===== src/rtl/enc_snap_pkg.sv =====
package enc_snap_pkg;

  typedef enum logic [1:0] {
    STEP_NONE,
    STEP_UP,
    STEP_DOWN,
    STEP_BAD
  } step_e;

  // forward order of {a,b}: 00 -> 01 -> 11 -> 10 -> 00
  function automatic logic [1:0] gray_next(input logic [1:0] ab);
    case (ab)
      2'b00:   gray_next = 2'b01;
      2'b01:   gray_next = 2'b11;
      2'b11:   gray_next = 2'b10;
      default: gray_next = 2'b00;
    endcase
  endfunction

  function automatic step_e classify(input logic [1:0] prev, input logic [1:0] cur);
    if (prev == cur)                  classify = STEP_NONE;
    else if ((prev ^ cur) == 2'b11)   classify = STEP_BAD;
    else if (gray_next(prev) == cur)  classify = STEP_UP;
    else                              classify = STEP_DOWN;
  endfunction

endpackage


===== src/rtl/enc_sync.sv =====
module enc_sync #(
  parameter int W      = 1,
  parameter int STAGES = 2
) (
  input  logic         clk_i,
  input  logic         rst_ni,
  input  logic [W-1:0] d_i,
  output logic [W-1:0] q_o
);

  logic [STAGES-1:0][W-1:0] stage_q;

  always_ff @(posedge clk_i or negedge rst_ni) begin
    if (!rst_ni) begin
      stage_q <= '0;
    end else begin
      stage_q[0] <= d_i;
      for (int i = 1; i < STAGES; i++) stage_q[i] <= stage_q[i-1];
    end
  end

  assign q_o = stage_q[STAGES-1];

endmodule


===== src/rtl/quad_counter.sv =====
module quad_counter
  import enc_snap_pkg::*;
#(
  parameter int CNT_W = 32
) (
  input  logic             clk_i,
  input  logic             rst_ni,
  input  logic [1:0]       ab_i,
  output logic [CNT_W-1:0] cnt_o
);

  localparam logic [CNT_W-1:0] ONE = CNT_W'(1);

  logic [1:0]       ab_q;
  logic [CNT_W-1:0] cnt_q;
  step_e            step;

  assign step = classify(ab_q, ab_i);

  always_ff @(posedge clk_i or negedge rst_ni) begin
    if (!rst_ni) begin
      ab_q  <= 2'b00;
      cnt_q <= '0;
    end else begin
      ab_q <= ab_i;
      case (step)
        STEP_UP:   cnt_q <= cnt_q + ONE;  // wraps silently
        STEP_DOWN: cnt_q <= cnt_q - ONE;
        default:   cnt_q <= cnt_q;
      endcase
    end
  end

  assign cnt_o = cnt_q;

  p_step_unit_r3: assert property (@(posedge clk_i) disable iff (!rst_ni)
    (cnt_q == $past(cnt_q)) || (cnt_q == $past(cnt_q) + ONE) || (cnt_q == $past(cnt_q) - ONE));

  p_bad_jump_hold_r4: assert property (@(posedge clk_i) disable iff (!rst_ni)
    ((ab_q ^ ab_i) == 2'b11) |=> $stable(cnt_q));

  p_idle_hold_r4: assert property (@(posedge clk_i) disable iff (!rst_ni)
    (ab_q == ab_i) |=> $stable(cnt_q));

endmodule


===== src/rtl/snap_bank.sv =====
module snap_bank #(
  parameter int NUM_CH = 8,
  parameter int CNT_W  = 32,
  localparam int SEL_W = $clog2(NUM_CH)
) (
  input  logic                          clk_i,
  input  logic                          rst_ni,
  input  logic                          latch_s_i,
  input  logic [NUM_CH-1:0][CNT_W-1:0]  cnt_all_i,
  input  logic [SEL_W-1:0]              rd_sel_i,
  output logic [CNT_W-1:0]              rd_data_o,
  output logic                          snap_valid_o
);

  logic                         latch_q;
  logic                         take;
  logic                         valid_q;
  logic [NUM_CH-1:0][CNT_W-1:0] shadow_q;

  assign take = latch_s_i && !latch_q;

  always_ff @(posedge clk_i or negedge rst_ni) begin
    if (!rst_ni) begin
      latch_q  <= 1'b0;
      valid_q  <= 1'b0;
      shadow_q <= '0;
    end else begin
      latch_q <= latch_s_i;
      if (take) begin
        shadow_q <= cnt_all_i;  // all channels on one edge
        valid_q  <= 1'b1;
      end else if (!latch_s_i) begin
        valid_q  <= 1'b0;
      end
    end
  end

  // combinational channel select
  assign rd_data_o    = shadow_q[rd_sel_i];
  assign snap_valid_o = valid_q;

  p_snap_capture_r6: assert property (@(posedge clk_i) disable iff (!rst_ni)
    (latch_s_i && !latch_q) |=> (shadow_q == $past(cnt_all_i)));

  p_shadow_hold_r7: assert property (@(posedge clk_i) disable iff (!rst_ni)
    !(latch_s_i && !latch_q) |=> $stable(shadow_q));

  p_release_r10: assert property (@(posedge clk_i) disable iff (!rst_ni)
    !latch_s_i |=> !valid_q);

  p_valid_rise_r10: assert property (@(posedge clk_i) disable iff (!rst_ni)
    $rose(valid_q) |-> $past(latch_s_i));

endmodule


===== src/rtl/enc_snap_top.sv =====
module enc_snap_top #(
  parameter int NUM_CH      = 8,
  parameter int CNT_W       = 32,
  parameter int SYNC_STAGES = 2,
  localparam int SEL_W      = $clog2(NUM_CH),
  localparam int SYNC_W     = 2 * NUM_CH + 1
) (
  input  logic              clk_i,
  input  logic              rst_ni,
  input  logic [NUM_CH-1:0] enc_a_i,
  input  logic [NUM_CH-1:0] enc_b_i,
  input  logic              latch_i,
  input  logic [SEL_W-1:0]  rd_sel_i,
  output logic [CNT_W-1:0]  rd_data_o,
  output logic              snap_valid_o
);

  logic [SYNC_W-1:0]            sync_out;
  logic [NUM_CH-1:0]            a_s, b_s;
  logic                         latch_s;
  logic [NUM_CH-1:0][CNT_W-1:0] cnt_all;

  // one synchroniser chain for all inputs, equal delay on every path
  enc_sync #(
    .W      (SYNC_W),
    .STAGES (SYNC_STAGES)
  ) u_sync (
    .clk_i  (clk_i),
    .rst_ni (rst_ni),
    .d_i    ({latch_i, enc_b_i, enc_a_i}),
    .q_o    (sync_out)
  );

  assign a_s     = sync_out[NUM_CH-1:0];
  assign b_s     = sync_out[2*NUM_CH-1:NUM_CH];
  assign latch_s = sync_out[SYNC_W-1];

  for (genvar ch = 0; ch < NUM_CH; ch++) begin : g_ch
    quad_counter #(
      .CNT_W (CNT_W)
    ) u_cnt (
      .clk_i  (clk_i),
      .rst_ni (rst_ni),
      .ab_i   ({a_s[ch], b_s[ch]}),
      .cnt_o  (cnt_all[ch])
    );
  end

  snap_bank #(
    .NUM_CH (NUM_CH),
    .CNT_W  (CNT_W)
  ) u_bank (
    .clk_i        (clk_i),
    .rst_ni       (rst_ni),
    .latch_s_i    (latch_s),
    .cnt_all_i    (cnt_all),
    .rd_sel_i     (rd_sel_i),
    .rd_data_o    (rd_data_o),
    .snap_valid_o (snap_valid_o)
  );

endmodule


===== config.mk =====
export PLATFORM = sky130hd
export DESIGN_NAME = enc_snap_top
export DESIGN_NICKNAME = d
export VERILOG_FILES = /design/src/rtl/enc_snap_pkg.sv /design/src/rtl/enc_sync.sv /design/src/rtl/quad_counter.sv /design/src/rtl/snap_bank.sv /design/src/rtl/enc_snap_top.sv
export SDC_FILE = /design/constraint.sdc
export NUM_CORES = 1
export LEC_CHECK = 0
export ABC_AREA = 1
export BUFFER_PORTS_ARGS = -buffer_cell sky130_fd_sc_hd__buf_2
export CAP_MARGIN = 30
export CORE_MARGIN = 2
export CORE_UTILIZATION = 40
export DETAILED_ROUTE_END_ITERATION = 12
export PLACE_DENSITY = 0.54
export SKIP_LAST_GASP = 1
export SLEW_MARGIN = 10
export SYNTH_ARGS = -nofsm -noshare
export SYNTH_HDL_FRONTEND = slang
export SYNTH_HIERARCHICAL = 1
export SYNTH_SLANG_ARGS = --single-unit

===== constraint.sdc =====
create_clock -name clk_i -period 3.3 [get_ports clk_i]
set_clock_uncertainty 0.2 [all_clocks]
set_input_delay 0.33 -clock clk_i [delete_from_list [all_inputs] [get_ports clk_i]]
set_output_delay 0.33 -clock clk_i [all_outputs]
set_load 0.02 [all_outputs]

# --- Yosys cells after proc, flatten, opt, wreduce, memory -nomap -nowiden ---
# Cells that the tools add are included.
op_classes:
  addsub: 16
  n_lt_le_gt_ge: 1
  eq_ne: 57
  mux: 60
  bitwise: 8
  n_reduce_logical: 18
ops:
  columns: ["op", "count"]
  rows:
  - ["$pmux W32 S2", 8]
  - ["$add A32 B1 Y32 const B", 8]
  - ["$sub A32 B1 Y32 const B", 8]
  - ["$bmux W32 S3", 1]
  - ["$mux W2", 40]
  - ["$eq A2 B2 Y1 const B", 24]
  - ["$pmux W2 S3", 8]
  - ["$eq A2 B1 Y1 const B", 16]
  - ["$eq A2 B2 Y1", 16]
  - ["$mux W32", 1]
  - ["$logic_not A2 Y1", 8]
  - ["$reduce_bool A2 Y1", 8]
  - ["$xor A2 B2 Y2", 8]
  - ["$lt A3 B4 Y1 const B", 1]
  - ["$mux W1", 2]
  - ["$ne A2 B1 Y1 const B", 1]
  - ["$logic_and A1 B1 Y1", 1]
  - ["$logic_not A1 Y1", 1]
word_totals:
  regBits: 564
  out_inout_bits: 33
  word_cells: 188

# --- Longest topological paths before layout ---
# Gate-level depths: netlist of run 1.
logic_depth:
  depth_word: 10
  ltp_mapped: 23
  depth_no_buf: 20

# --- Cells and area by module ---
# Netlist of run 1, hierarchy kept.
by_module_without_submodules:
  columns: ["mod", "instances", "cells_per_inst", "area_per_inst_um2", "seq_area_each_um2"]
  rows:
  - ["quad_counter (g_ch[0].u_cnt ...)", 4, 562, 3528.4, 850.8]
  - ["quad_counter (g_ch[4].u_cnt ...)", 4, 561, 3509.6, 850.8]
  - ["snap_bank", 1, 1681, 12485.7, 6456.2]
  - ["enc_sync", 1, 51, 978.4, 850.8]

# --- Worst setup path after synthesis of run 1 ---
# OpenSTA, ideal clock, no wires.
synth_timing:
  path_kind: "register to register"
  start: "reg u_sync.stage_q, in the netlist u_sync/q_o[8]"
  end: "reg g_ch[0].u_cnt.cnt_q[24]"
  setup_ns: 0.118
  arrival_ns: 2.645
  path_slack_ns: 0.337
  stages_incl_launch_ff: 24
  path_cell_list: "dfrtp_1 buf_4 xnor2_1 inv_1 ha_1 nor2_1 nand2_2 buf_6 buf_12 nand2_1 nand2_1 inv_1 ha_1 inv_1 nand2_1 nand2_1 o21ai_2 inv_1 o21ai_1 nand2_1 nand2_1 nand2_1 nand3_1 nand2_1"
synth_via:
  elab_chain_len: 6
  word_cells_on_any_way: 11
  cone_classes: "5 x eq/ne; 4 x mux; 1 x bitwise; 1 x reduce/logical"
synth_rtl:
  columns: ["element", "line", "source"]
  rows:
  - ["from (decl)", "enc_sync.sv:11", "logic [STAGES-1:0][W-1:0] stage_q;"]
  - ["$eq A2 B2 Y1 / $xor A2 B2 Y2 (equally long branches)", "enc_snap_pkg.sv:23, enc_snap_pkg.sv:22", null]
  - ["$mux W2 / $eq A2 B2 Y1 (equally long branches)", "enc_snap_pkg.sv:23, enc_snap_pkg.sv:22", null]
  - ["$mux W2", "enc_snap_pkg.sv:22", "else if ((prev ^ cur) == 2'b11) classify = STEP_BAD;"]
  - ["$mux W2 *", "enc_snap_pkg.sv:21", "if (prev == cur) classify = STEP_NONE;"]
  - ["$eq A2 B2 Y1 / $eq A2 B1 Y1 (equally long branches)", "quad_counter.sv:26", "case (step)"]
  - ["$pmux W32 S2 / $reduce_bool A2 Y1 (equally long branches)", null, null]
  - ["to (signal assigned)", "quad_counter.sv:27", "STEP_UP: cnt_q <= cnt_q + ONE;"]
  - ["to (signal assigned)", "quad_counter.sv:28", "STEP_DOWN: cnt_q <= cnt_q - ONE;"]
  - ["to (signal assigned)", "quad_counter.sv:29", "default: cnt_q <= cnt_q;"]
  - ["to (decl)", "quad_counter.sv:15", "logic [CNT_W-1:0] cnt_q;"]
# Every way passes the cells marked *; elsewhere a longest branch is shown, timed or not.
# A chain may end at the register's enable or synchronous reset.

# --- Final worst setup path of run 1 ---
layout_timing:
  start: "reg u_sync.stage_q, in the netlist u_sync/q_o[11]"
  end: "reg g_ch[3].u_cnt.cnt_q[30]"
layout_via:
  elab_chain_len: 6
  word_cells_on_any_way: 11
  cone_classes: "5 x eq/ne; 4 x mux; 1 x bitwise; 1 x reduce/logical"
layout_rtl:
  columns: ["element", "line"]
  rows:
  - ["$eq A2 B2 Y1 / $xor A2 B2 Y2 (equally long branches)", "enc_snap_pkg.sv:23, enc_snap_pkg.sv:22"]
  - ["$mux W2 / $eq A2 B2 Y1 (equally long branches)", "enc_snap_pkg.sv:23, enc_snap_pkg.sv:22"]
  - ["$mux W2", "enc_snap_pkg.sv:22"]
  - ["$mux W2 *", "enc_snap_pkg.sv:21"]
  - ["$eq A2 B2 Y1 / $eq A2 B1 Y1 (equally long branches)", "quad_counter.sv:26"]
  - ["$pmux W32 S2 / $reduce_bool A2 Y1 (equally long branches)", null]
  - ["to (signal assigned)", "quad_counter.sv:27"]
  - ["to (signal assigned)", "quad_counter.sv:28"]
  - ["to (signal assigned)", "quad_counter.sv:29"]
  - ["to (decl)", "quad_counter.sv:15"]
# Marks and branches as above.

==> flow_metrics.py, run 1 <==
metrics = {
    "clock_network": {
        "clk_latency_ps": 630,
        "htreeDepth": 3,
        "cts_buffers": 73,
        "root_buffer": "clkbuf_16",
        "tritoncts": "done",
        "cts.clk_slew.worst_paths_ps": 60,
        "clock_sinks": 564,
        "clk_path_buf_depth": 3,
    },
    "floorplan": {
        "std_cell_rows": 118,
        "die_y_um": 327,
        "die_area_um2": 107000,
        "initial_core_util": 0.403,
        "core_um2": 103000,
        "io_pins": 55,
        "die_x_um": 327,
    },
    "layout": {
        "multi_input_area_um2": 22700,
        "fin_area_um2": 46300,
        "final_cell_mix": "2031 x nand2_1, 864 x inv_1, 594 x nor2_1",
        "area_growth_pct": 11.2,
        "fill_cells": 11000,
        "nets": 6325,
        "drive_gt1_frac": 0.105,
        "regArea_um2": 14100,
        "final_common_cell": "nand2_1",
    },
    "job": {
        "maxCapViolations": 0,
    },
    "timing": {
        "hold_viol": 0,
        "rsz0062_at_grt": "true",
        "period_share": 0.942,
        "max_clock_freq_mhz": 322,
        "period_minus_slack_ps": 3110,
        "worstMarginPinSlew_ps": 882,
        "finalSetupViolations": 0,
        "hold-worst-slack_ps": 80.4,
        "drv_slew": 0,
        "slew_headroom": 0.404,
    },
    "worst_setup_path": {
        "critPathSlowestCell": "dfrtp_1",
        "ff2ff_path_depth": 20,
        "critPathLaunchType": "flop",
        "max_stage_delay_ps": 430,
        "regToRegStartpoint": "u_sync/q_o[11]",
        "end_kind": "flop",
        "r2r_slack_ps": 190,
        "path_cells": "xnor2_2, inv_1, ha_1, nor2_1, buf_4, nand2_2, buf_12, buf_4, nand2_1, nand2_1, nor2_2, inv_1, nor2_1, a21oi_1, nand2_1, nand2_1, nand2_1, nand2_1, nand3_1, nand2_1",
        "cp_max_fo": 29,
        "crit_type": "reg2reg",
        "cp.arrival_ps": 3430,
        "worstPathRequired_ps": 3620,
        "timing.critical_path.mode_cell": "nand2_1",
        "r2r_end": "g_ch[3].u_cnt/cnt_o[30]",
    },
    "routing": {
        "drc": 0,
        "wl_per_cell_um": 18.0,
        "vias_per_cell": 5.15,
        "highest_layer": "met5",
        "via_count": 39700,
        "wl_met1_um": 60600,
        "wl_met3_um": 7730,
        "routed_wirelength_um": 139000,
        "wl_met2_um": 67000,
        "postRouteAntennaNets": 0,
        "drt_iter0_drc": 3351,
        "drt_first_pass_iters": 7,
    },
    "pwr": {
        "vdd_drop_max_v": 0.000499,
        "p_per_area_nw_per_um2": 922,
        "p_leak_nw": 24.0,
    },
    "yosys": {
        "ys_ff_latch": 564,
        "synth_async_sr_flop_share": 1.00,
        "synth_edf_count": 0,
        "ys_warn_count": 6,
        "syn_avg_cell_area_um2": 6.69,
        "synth_top_flop_cell": "dfrtp_1",
        "ys_types": 38,
        "synth_area_um2": 41600,
        "synthCells": 6224,
        "synth_nets": 6270,
        "synth.yosys.seq_area_share": 0.339,
        "synth_top_area_cell": "dfrtp_1",
        "synth.area.top_cells": "dfrtp_1 34%, nand2_1 18%, inv_1 7.8%, nand3_1 6.4%, nor2_1 5.5%",
        "synth_top_cell_area_share": 0.339,
    },
    "placed_design": {
        "place.gp.congestion": 0.958,
        "place_area_um2": 43300,
        "portBuffers": 54,
        "post-dp-hpwl_um": 106000,
    },
    "global_routing": {
        "grt_max_degree": 129,
        "grt_usage": 0.256,
        "grt_pass1_vias": 38100,
        "antenna_found_initial": 7,
        "grt_pass1_wl_um": 216000,
        "overflow": 0,
    },
    "status": {
        "status": "finished clean",
    },
    "min_path": {
        "hp-class": "in2async",
    },
}
==> power by group <==
| group | total (mW) | switching [mW] | internal [mW] |
|---|---|---|---|
| Combinational | 21.4 | 14.3 | 7.10 |
| Sequential | 13.3 | 3.72 | 9.61 |
| Clock | 7.95 | 3.27 | 4.68 |
| Total | 42.6 | 21.2 | 21.4 |
==> flip-flops by register name, summed over array words and instances, names as in the netlist <==
| register | cells |
|---|---|
| g_ch.u_cnt/cnt_o | 256 |
| u_bank/shadow_q | 256 |
| u_sync/q_o | 17 |
| u_sync/stage_q | 17 |
| g_ch.u_cnt/ab_q | 16 |
| u_bank/latch_q | 1 |
| u_bank/snap_valid_o | 1 |
==> how the worst max path moves through the flow <==
stage / startpoint / end / cells after the start / slack (ps)
finish: u_sync/q_o[11] / g_ch[3].u_cnt/cnt_o[30] / 20 / 190
global route: u_sync/q_o[10] / g_ch[2].u_cnt/cnt_o[26] / 19 / -40
CTS: u_sync/q_o[14] / g_ch[6].u_cnt/cnt_o[28] / 16 / 80
detailed placement: u_sync/q_o[14] / g_ch[6].u_cnt/cnt_o[28] / 16 / 90
global placement: u_sync/q_o[8] / g_ch[0].u_cnt/cnt_o[24] / 16 / 110
floorplan: u_sync/q_o[8] / g_ch[0].u_cnt/cnt_o[24] / 23 / 340
==> critical path: cells and delay by family (launching register included) <==
family,cells,cell delay [ps]
xor gates and xnor gates,1,190
buffers and inverters,5,640
adders and majority gates,1,190
AOI/OAI and AO/OA,1,80
and+or+nand+nor,12,1250
DFF,1,430
==> per-stage QoR <==
stage / cells / utilization / setup slack, ps / power, mW / setup TNS [ps]
global route: 7710 / 0.448 / -37.4 / 46.2 / -188
global placement: 7558 / 0.419 / 113 / 34.3 / 0
detailed placement: 7559 / 0.419 / 89.4 / 34.4 / 0
CTS: 7703 / 0.444 / 76.7 / 42.6 / 0
floorplan: 6224 / - / 337 / 27.5 / 0
finish: 7711 / 0.448 / 191 / 42.6 / 0
==> Yosys cell counts (8+ instances only) <==
| library cell | instances |
|---|---|
| o21ai_0 | 152 |
| nor3_2 | 20 |
| xor2_2 | 68 |
| buf_4 | 27 |
| inv_2 | 42 |
| xor2_1 | 136 |
| dfrtp_1 | 564 |
| nand3_2 | 8 |
| a21o_1 | 8 |
| nor2_1 | 612 |
| xnor2_2 | 8 |
| buf_6 | 27 |
| o21ai_1 | 48 |
| nand3_1 | 532 |
| xnor2_1 | 32 |
| buf_12 | 16 |
| and2_1 | 16 |
| nand3b_1 | 60 |
| o22ai_1 | 8 |
| nand2_1 | 2038 |
| nor2_2 | 72 |
| nand2_2 | 65 |
| buf_1 | 21 |
| ha_1 | 24 |
| nor3_1 | 24 |
| buf_2 | 108 |
| xor2_4 | 8 |
| inv_1 | 866 |
| o211ai_1 | 8 |
| a21oi_1 | 304 |
| o41ai_1 | 104 |
| nand4_1 | 36 |
| a41oi_1 | 88 |
| clkbuf_1 | 42 |
| o21bai_1 | 20 |
==> layout make-up <==
class / count / share of cell area
inverter: 912 / 0.0742
clock inverter: 26 / 0.00546
multi-input combinational: 4507 / 0.491
tap: 1380 / 0.0373
antenna: 1 / 0.0000541
clock buffer: 100 / 0.0460
sequential: 564 / 0.305
timing repair buffer: 221 / 0.0405
==> what timing repair did <==
item	4_1_cts	5_1_grt
hold buffers	18	0
gates resized for setup	0	60
setup buffers	0	5
setup endpoints to repair	0	119
endpoints found under the hold margin	104	0
==> metal layers <==
layer,vias to the layer above,global-route usage
li1,19700,-
met1,18800,0.335
met2,999,0.436
met3,218,0.0398
met4,6,0.0768
met5,-,0
==> logic make-up (layout without fill, tap and decap cells) <==
kind of cell | after synthesis | count (layout) | synth area share
and+or+nand+nor | 3483 | 3483 | 0.352
buffers and inverters | 1153 | 1259 | 0.121
other | 0 | 1 | 0
xor gates and xnor gates | 252 | 252 | 0.0704
DFF | 564 | 564 | 0.339
AOI/OAI and AO/OA | 748 | 748 | 0.111
adders and majority gates | 24 | 24 | 0.00722
Note: power is estimated with default switching activity, not from simulation.
==> run 2: changes to the inputs <==
--- a/config.mk
+++ b/config.mk
@@ -9,9 +9,9 @@
 export BUFFER_PORTS_ARGS = -buffer_cell sky130_fd_sc_hd__buf_2
 export CAP_MARGIN = 30
 export CORE_MARGIN = 2
-export CORE_UTILIZATION = 40
+export CORE_UTILIZATION = 46
 export DETAILED_ROUTE_END_ITERATION = 12
-export PLACE_DENSITY = 0.54
+export PLACE_DENSITY = 0.6
 export SKIP_LAST_GASP = 1
 export SLEW_MARGIN = 10
 export SYNTH_ARGS = -nofsm -noshare
==> constraint.sdc (replaced) <==
create_clock -name clk_i -period 3.8 [get_ports clk_i]
set_clock_uncertainty 0.2 [all_clocks]
set_input_delay 0.38 -clock clk_i [delete_from_list [all_inputs] [get_ports clk_i]]
set_output_delay 0.38 -clock clk_i [all_outputs]
set_load 0.02 [all_outputs]
==> run 2 against run 1 <==
Via count shrank 1.1%. Clock-buffer cell count is the same. Core utilization grew 5.5 points. Combinational power shrank 17%. Design area shrank 2.3%. Clock power shrank 9.8%. Critical path type unchanged. Largest power group unchanged.
==> flow_metrics.py, run 2 (synthesis results as in run 1) <==
metrics = {
    "placed_design": {
        "place_area_um2": 42500,
        "pre_cts_slack_ps": 514,
        "portBuffers": 54,
        "post-dp-hpwl_um": 98600,
        "place.gp.congestion": 0.967,
    },
    "pwr": {
        "power.share.combinational": 0.487,
        "intPower_mw": 18.5,
        "p_leak_nw": 23.6,
        "p_per_area_nw_per_um2": 806,
        "seq_power_share": 0.316,
        "p_switching_mw": 17.9,
        "power_frac_clock": 0.197,
        "swShare": 0.492,
        "vdd_drop_max_v": 0.000593,
    },
    "worst_setup_path": {
        "end_kind": "flop",
        "worstPathRequired_ps": 4110,
        "cp.arrival_ps": 3590,
        "cp_max_fo": 20,
        "r2r_end": "g_ch[5].u_cnt/cnt_o[25]",
        "ff2ff_path_depth": 16,
        "crit_type": "reg2reg",
        "regToRegStartpoint": "u_sync/q_o[13]",
        "r2r_slack_ps": 520,
        "critPathLaunchType": "flop",
    },
    "layout": {
        "nets": 6257,
        "final_common_cell": "nand2_1",
        "final_cell_mix": "2038 x nand2_1, 866 x inv_1, 612 x nor2_1",
        "area_growth_pct": 8.59,
        "fin_area_um2": 45200,
        "drive_gt1_frac": 0.0881,
    },
    "routing": {
        "wl_met1_um": 56900,
        "via_count": 39300,
        "highest_layer": "met4",
        "wl_met3_um": 7520,
        "drt_iter0_drc": 3177,
        "wl_per_cell_um": 17.6,
        "drc": 0,
        "postRouteAntennaNets": 0,
        "vias_per_cell": 5.28,
        "routed_wirelength_um": 131000,
        "drt_first_pass_iters": 6,
        "wl_met2_um": 61700,
    },
    "job": {
        "maxCapViolations": 0,
    },
    "timing": {
        "slew_headroom": 0.377,
        "finalSetupViolations": 0,
        "rsz0062_at_grt": "false",
        "drv_slew": 0,
        "period_minus_slack_ps": 3280,
        "max_clock_freq_mhz": 305,
        "worstMarginPinSlew_ps": 923,
        "setup_tns_ps": 0,
        "setup_slack_ps": 520,
        "hold_viol": 0,
        "period_share": 0.863,
    },
    "floorplan": {
        "die_x_um": 305,
        "initial_core_util": 0.463,
        "std_cell_rows": 110,
        "io_pins": 55,
        "core_um2": 89900,
        "die_area_um2": 92900,
        "die_y_um": 305,
    },
    "min_path": {
        "hold_end": "u_sync/q_o[10]",
        "hold_depth": 0,
        "min-delay-start": "u_sync/stage_q[10]",
        "hp-class": "reg2reg",
    },
    "clock_network": {
        "root_buffer": "clkbuf_16",
        "htreeDepth": 3,
        "clk_path_buf_depth": 3,
        "cts_resized": 0,
        "cts_buffers": 73,
        "tritoncts": "done",
        "cts.clk_slew.worst_paths_ps": 60,
        "cts_setup_buffers": 0,
        "ctsHoldBuffers": 19,
        "clk_latency_ps": 630,
        "clock_sinks": 564,
    },
    "global_routing": {
        "grt_pass1_wl_um": 208000,
        "overflow": 0,
        "grt_pass1_vias": 38000,
        "grt_usage": 0.279,
        "grt_max_degree": 148,
        "antenna_found_initial": 0,
    },
    "status": {
        "status": "finished clean",
    },
}
[run 2: changes by cell type in the layout (fill, tap and decap cells not counted), sizes merged]
| cell | before | now |
|---|---|---|
| bufinv | 2 | 7 |
| clkinvlp | 7 | 6 |
| dlygate4sd3 | 18 | 19 |
| inv | 908 | 912 |
| clkbuf | 102 | 100 |
| clkinv | 21 | 17 |
| buf | 201 | 134 |
[run 2: final cells by class]
cell class	count	area [µm²]
Antenna cell	1	2.50
Clock buffer	100	2110
Clock inverter	30	359
Fill cell	9289	44700
Inverter	912	3430
Multi-Input combinational cell	4507	22500
Sequential cell	564	14100
Tap cell	1176	1470
Timing Repair Buffer	153	1220
[run 2: per-layer routing]
metal,vias to the layer above,GRT usage
met2,1044,0.470
met3,245,0.0461
met1,18400,0.359
li1,19600,-
met4,0,0.106
met5,-,0
[run 2: power by group through the flow]
stage	clock, mW	sequential, mW	combinational (mW)
2_1_floorplan	0	10.2	13.7
3_3_place_gp	0	11.6	17.3
3_5_place_dp	0	11.6	17.5
4_1_cts	7.36	11.5	17.6
5_1_grt	7.62	11.8	20.1
6_report	7.17	11.5	17.7
[run 2: worst max path at each step]
stage,startpoint,to,slack (ps),depth (start not counted)
after floorplan,u_sync/q_o[8],g_ch[0].u_cnt/cnt_o[24],840,23
after global placement,g_ch[5].u_cnt/ab_q[1],g_ch[5].u_cnt/cnt_o[25],570,16
after detailed placement,u_sync/q_o[15],g_ch[7].u_cnt/cnt_o[25],510,16
after CTS,u_sync/q_o[15],g_ch[7].u_cnt/cnt_o[25],530,16
after global routing,u_sync/q_o[15],g_ch[7].u_cnt/cnt_o[25],190,17
final,u_sync/q_o[13],g_ch[5].u_cnt/cnt_o[25],520,16
[run 2: worst max-delay path, stage by stage, from the launching register on]
cell	delay [ps]
dfrtp_1	410
xnor2_1	220
inv_1	70
ha_1	170
nor2_1	150
nand2_2	280
buf_4	330
xor2_1	420
nand2_1	100
nor2_1	190
nand2_1	150
nor2_1	150
nor2_1	110
nand2_1	80
nand2_1	40
nand3_1	60
nand2_1	50
[run 2: metrics by stage]
stage / util / hold slack [ps] / instances / power, mW
after floorplan: - / -116 / 6224 / 23.9
after global placement: 0.473 / 0.0899 / 7292 / 28.9
after detailed placement: 0.473 / -0.387 / 7292 / 29.1
after CTS: 0.502 / 138 / 7441 / 36.5
after global routing: 0.503 / 147 / 7442 / 39.5
final: 0.503 / 142 / 7443 / 36.4
